$ cat src/rtl/serdac_pkg.sv
package serdac_pkg;
  localparam int CODE_W_DEF      = 12;
  localparam int SYNC_STAGES_DEF = 2;

  // Bit positions of the serial inputs inside the synchronizer bus
  localparam int IDX_SCLK = 0;
  localparam int IDX_DATA = 1;
  localparam int IDX_LOAD = 2;
  localparam int SER_W    = 3;
endpackage

$ cat src/rtl/serdac_sync.sv
module serdac_sync #(
  parameter int W      = 1,
  parameter int STAGES = 2,
  parameter logic [W-1:0] RST_VAL = '0
) (
  input  logic         clk,
  input  logic         rst,
  input  logic [W-1:0] d,
  output logic [W-1:0] q
);
  logic [W-1:0] stg [STAGES];

  for (genvar i = 0; i < STAGES; i++) begin : g_stage
    if (i == 0) begin : g_first
      always_ff @(posedge clk) begin
        if (rst) stg[i] <= RST_VAL;
        else     stg[i] <= d;
      end
    end else begin : g_next
      always_ff @(posedge clk) begin
        if (rst) stg[i] <= RST_VAL;
        else     stg[i] <= stg[i-1];
      end
    end
  end

  assign q = stg[STAGES-1];
endmodule

$ cat src/rtl/serdac_shifter.sv
module serdac_shifter #(
  parameter int CODE_W = 12
) (
  input  logic              clk,
  input  logic              rst,
  input  logic              sclk_s,
  input  logic              data_s,
  output logic              shift_en,
  output logic [CODE_W-1:0] shreg_q,
  output logic [CODE_W-1:0] shreg_nxt
);
  logic sclk_prev;

  assign shift_en  = sclk_s & ~sclk_prev;
  assign shreg_nxt = shift_en ? {shreg_q[CODE_W-2:0], data_s} : shreg_q;

  always_ff @(posedge clk) begin
    if (rst) begin
      sclk_prev <= 1'b0;
      shreg_q   <= '0;
    end else begin
      sclk_prev <= sclk_s;
      shreg_q   <= shreg_nxt;
    end
  end
endmodule

$ cat src/rtl/serdac_holdreg.sv
module serdac_holdreg #(
  parameter int CODE_W = 12
) (
  input  logic                     clk,
  input  logic                     rst,
  input  logic                     load_low,
  input  logic [CODE_W-1:0]        shreg_nxt,
  output logic [CODE_W-1:0]        code_q,
  output logic                     changed_q,
  output logic signed [CODE_W:0]   bipolar_q
);
  localparam logic [CODE_W:0] MID = (CODE_W+1)'(1) << (CODE_W-1);
  localparam logic [CODE_W:0] RST_BIP = '0 - MID;

  logic [CODE_W-1:0] code_d;
  logic [CODE_W:0]   bip_d;

  assign code_d = load_low ? shreg_nxt : code_q;
  assign bip_d  = {1'b0, code_d} - MID;

  always_ff @(posedge clk) begin
    if (rst) begin
      code_q    <= '0;
      changed_q <= 1'b0;
      bipolar_q <= RST_BIP;
    end else begin
      code_q    <= code_d;
      changed_q <= (code_d != code_q);
      bipolar_q <= bip_d;
    end
  end
endmodule

$ cat src/rtl/serdac_frontend.sv
module serdac_frontend
  import serdac_pkg::*;
#(
  parameter int CODE_W      = CODE_W_DEF,
  parameter int SYNC_STAGES = SYNC_STAGES_DEF
) (
  input  logic                   clk,
  input  logic                   rst,
  input  logic                   ser_clk,
  input  logic                   ser_data,
  input  logic                   load_n,
  output logic [CODE_W-1:0]      dac_code,
  output logic                   code_changed,
  output logic signed [CODE_W:0] bipolar_val
);
  localparam logic [SER_W-1:0] SER_RST = SER_W'(1) << IDX_LOAD;

  logic [SER_W-1:0]  ser_raw, ser_s;
  logic              sclk_s, data_s, load_low, shift_en;
  logic [CODE_W-1:0] shreg, shreg_nxt;

  assign ser_raw[IDX_SCLK] = ser_clk;
  assign ser_raw[IDX_DATA] = ser_data;
  assign ser_raw[IDX_LOAD] = load_n;

  serdac_sync #(.W(SER_W), .STAGES(SYNC_STAGES), .RST_VAL(SER_RST)) u_sync (
    .clk(clk), .rst(rst), .d(ser_raw), .q(ser_s)
  );

  assign sclk_s   = ser_s[IDX_SCLK];
  assign data_s   = ser_s[IDX_DATA];
  assign load_low = ~ser_s[IDX_LOAD];

  serdac_shifter #(.CODE_W(CODE_W)) u_shift (
    .clk(clk), .rst(rst), .sclk_s(sclk_s), .data_s(data_s),
    .shift_en(shift_en), .shreg_q(shreg), .shreg_nxt(shreg_nxt)
  );

  serdac_holdreg #(.CODE_W(CODE_W)) u_hold (
    .clk(clk), .rst(rst), .load_low(load_low), .shreg_nxt(shreg_nxt),
    .code_q(dac_code), .changed_q(code_changed), .bipolar_q(bipolar_val)
  );
endmodule

$ cat config.mk
export PLATFORM = sky130hd
export DESIGN_NAME = serdac_frontend
export DESIGN_NICKNAME = d
export VERILOG_FILES = /design/src/rtl/serdac_pkg.sv /design/src/rtl/serdac_sync.sv /design/src/rtl/serdac_shifter.sv /design/src/rtl/serdac_holdreg.sv /design/src/rtl/serdac_frontend.sv
export SDC_FILE = /design/constraint.sdc
export NUM_CORES = 1
export LEC_CHECK = 0
export ABC_AREA = 1
export CORE_MARGIN = 3
export CORE_UTILIZATION = 43
export DETAILED_ROUTE_END_ITERATION = 8
export GPL_TIMING_DRIVEN = 0
export PLACE_DENSITY = 0.76
export SLEW_MARGIN = 20
export SYNTH_ARGS = -nofsm -noshare
export SYNTH_HDL_FRONTEND = slang
export SYNTH_SLANG_ARGS = --single-unit
$ cat constraint.sdc
create_clock -name clk -period 1.5 [get_ports clk]
set_clock_uncertainty 0.2 [all_clocks]
set_input_delay 0.3 -clock clk [delete_from_list [all_inputs] [get_ports clk]]
set_output_delay 0.3 -clock clk [all_outputs]
set_load 0.02 [all_outputs]
==> impl_summary.txt <==
----------------------------------------------------
[Global route]
  Overall fraction of global-route tracks in use ... 19.32%
  Wire length of the first global-routing pass ... 6299 µm
  Aggregate global routing overflow ... 0
  Number of antenna violations at the first check in global routing ... 0
  Via count of the first global-routing pass ... between 1k and 1.5k
  Largest net degree at the start of global routing ... 11

[Clock tree]
  Number of buffers created by CTS ... 5
  Clock tree from TritonCTS ... done
  Number of buffers on the longest clock path ... 2
  Worst-skew pair later-pin latency ... between 0.3 and 0.4 ns
  Count of clock tree sinks ... 33
  CTS H-tree lvls ... 2
  CTS clock-pin slew for the worst setup and hold paths ... around 0.11 ns
  Clk root buf ... sky130_fd_sc_hd__clkbuf_4

[STA]
  Slew at the pin with the worst max-slew slack ... 0.5956 ns
  Worst Hold Slack ... between 0.2 and 0.25 ns
  Hold Fails Final Rpt ... 0
  Min Clock Period, post-route ... ~1.6 ns
  Setup-failing EPs final ... 1
  Period Utilization, post-route ... 105.8%
  Pins over their slew limit ... 0
  Worst setup margin ... -0.08674 ns
  Final TNS setup ... -0.08674 ns
  Worst relative slew slack ... 60.30%
  Top achievable clock speed ... 630.2 MHz
  RSZ-0062 raised after global routing ... yes

[Run]
  Count of maximum capacitance violations ... 0

[Setup path]
  Crit Path Class ... reg -> reg
  Reg2Reg Depth ... 12
  Crit. End Element ... flip-flop
  Flop2flop setup slack ... -0.09 ns
  Maximum fanout encountered on the critical timing path ... 5
  Required time of the worst setup path ... 1.52 ns
  Critical path startpoint category ... flip-flop
  Launch point of the critical path ... u_shift.sclk_prev
  Worst endpoint data arrival time ... 1.61 ns
  Destination of the worst register-to-register timing path ... u_hold.changed_q
  Launching point of the worst reg2reg path ... u_shift.sclk_prev
  Critical path endpoint ... u_hold.changed_q

[Synth]
  Mapped Cells ... between 200 and 250
  Cell variety after synth ... 20
  Seq cells post-synth ... 33
  Yosys Warn Count ... 0
  Average cell area after synthesis ... 7.327 µm²
  Net count of the mapped netlist ... between 200 and 250
  Sequential element share of the synthesized area ... between 40% and 50%
  Total standard cell area after synthesis ... 1524 µm²

[Final layout]
  Number of non-filler instances in the completed layout ... between 300 and 400
  Area of the multi-input gates ... 724.4 µm²
  Fill cell total of the finished layout ... approximately 280
  Util after Layout ... 65.86%
  Final standard cell area without fillers ... about 2100 µm²
  Register cell area after layout ... 681.9 µm²
  Antenna diode count ... 0
  Final layout net count ... 263
  Signed area change from the synthesized netlist to the final layout ... 38.42%
  Fraction of layout cells with a size suffix above 1 ... 43.63%

[Place]
  Post-detailed-placement cell area ... 1879 µm²
  Final HPWL DP ... between 2000 and 2500 µm
  Global placer's final weighted congestion ... around 0.76
  Placed cells ... 282
  Port Buffer Count ... 30
  Setup slack at placement ... -0.2627 ns

[Floorplan]
  Initial Utilization ... 47.58%
  Area of the placeable core ... ~3200 µm²
  Die area ... 4294 µm²
  Height of the die ... about 66 µm
  Number of placement rows ... 20
  Number of placed I/O pins ... 31
  Horizontal die dimension ... between 60 and 70 µm

[Route]
  Initial DRC Count ... 88
  DRT Pass-1 Iters ... 4
  Average via count per standard cell ... 5.007
  Detailed-route wire length per cell ... 12.25 µm
  Vias ... roughly 1.5k
  DRT antenna net count ... 0
  WL final ... 3713 µm
  Number of DRC violations after detailed routing ... 0

[Worst hold path]
  Worst hold-check path type ... reg -> reg

[Status]
  Violations in the final reports ... negative setup slack
  Outcome ... finished, violations left

[Power]
  Overall power after layout ... 1.800 mW
  Total leakage power ... 0.9991 nW
  Power density of the placed cells ... ~850 nW/µm²
  Worst vdd ir ... 0.5495 mV

----------------------------------------------------
[Yosys cell counts (all sizes together)]
| master | number | share of area [%] |
|---|---|---|
| a211oi | 10 | 4.9 |
| a21oi | 10 | 3.3 |
| buf | 21 | 9.3 |
| clkbuf | 2 | 0.49 |
| dfxtp | 33 | 43 |
| inv | 25 | 6.2 |
| nand2 | 41 | 11 |
| nand3 | 21 | 6.9 |
| nand3b | 1 | 0.49 |
| nand4 | 12 | 4.9 |
| nor2 | 26 | 6.4 |
| o211ai | 1 | 0.49 |
| o21ai | 3 | 1.2 |
| or2 | 2 | 0.82 |
[layout by cell type, fill, tap and decap left out, drive strengths merged]
cell type	synthesis	final
nor2	26	26
clkinv	0	1
or2	2	2
o21ai	3	3
a21oi	10	10
buf	21	55
inv	25	25
nand3b	1	1
clkbuf	2	12
a211oi	10	10
clkdlybuf4s50	0	4
o211ai	1	1
nand3	21	21
nand2	41	41
nand4	12	12
clkdlybuf4s15	0	2
dfxtp	33	33
[routing by layer]
metal	GRT usage, %	routed length (µm)
met2	30.97	1714
met3	5.641	299
met1	23.87	1640
met5	0	0
met4	8.549	59
[how the worst min path moves through the flow]
stage | start | depth (start not counted) | slack, ns | endpoint
6_report | u_sync.stg[0][0] | 2 | 0.20 | u_sync.stg[1][0]
4_1_cts | u_sync.stg[0][0] | 2 | 0.21 | u_sync.stg[1][0]
2_1_floorplan | u_sync.stg[0][0] | 2 | 0.19 | u_sync.stg[1][0]
3_5_place_dp | u_sync.stg[0][0] | 2 | 0.20 | u_sync.stg[1][0]
3_3_place_gp | u_sync.stg[0][2] | 1 | 0.19 | u_sync.stg[1][2]
5_1_grt | u_sync.stg[0][0] | 2 | 0.23 | u_sync.stg[1][0]
[state kept, by name (all words and copies together) (netlist names)]
register	flops
u_hold.code_q	12
u_shift.shreg_q	12
u_sync.stg	6
u_hold.bipolar_q	1
u_hold.changed_q	1
u_shift.sclk_prev	1
[layout make-up]
| type | instances | area share [%] |
|---|---|---|
| plain buffers | 23 | 7.948 |
| multi-input cells | 127 | 34.34 |
| inverters | 25 | 4.448 |
| clock buffers | 7 | 3.084 |
| repair buffers | 43 | 15.01 |
| well taps | 44 | 2.610 |
| clock inverters | 1 | 0.2372 |
| flip-flops and latches | 33 | 32.33 |
[power by group]
group	leakage, nW	internal, mW	total (mW)	switching (mW)
logic	0.683	0.119	0.279	0.160
clock network	0.0413	0.271	0.588	0.316
registers	0.275	0.911	0.932	0.0211
total	0.999	1.30	1.80	0.497
[cells by family (layout without fill, tap and decap cells)]
kind of cell	after synthesis	count (layout)	synth area share, %
compound gates	24	24	9.934
buf+inv	48	99	15.93
flops	33	33	43.35
simple gates	103	103	30.79
[worst max-delay path: stages, from the launching register on]
cell	delay (ns)
sky130_fd_sc_hd__dfxtp_2	0.33
sky130_fd_sc_hd__inv_2	0.07
sky130_fd_sc_hd__nand2_4	0.10
sky130_fd_sc_hd__buf_6	0.14
sky130_fd_sc_hd__buf_6	0.11
sky130_fd_sc_hd__nand2_4	0.05
sky130_fd_sc_hd__o21ai_2	0.06
sky130_fd_sc_hd__nand3_1	0.06
sky130_fd_sc_hd__nand2_1	0.05
sky130_fd_sc_hd__inv_1	0.06
sky130_fd_sc_hd__nand2_1	0.05
sky130_fd_sc_hd__nor2_1	0.11
sky130_fd_sc_hd__a21oi_1	0.08
[timing repair]
| item | CTS | global route |
|---|---|---|
| gates resized for setup | 126 | 27 |
| endpoints found under the setup margin | 29 | 19 |
| hold endpoints to repair | 0 | 0 |
| cloned | 1 | 0 |
| pin swaps | 6 | 5 |
| hold buffers | 0 | 0 |
| setup buffers | 11 | 1 |
(Power assumes the default switching activity.)
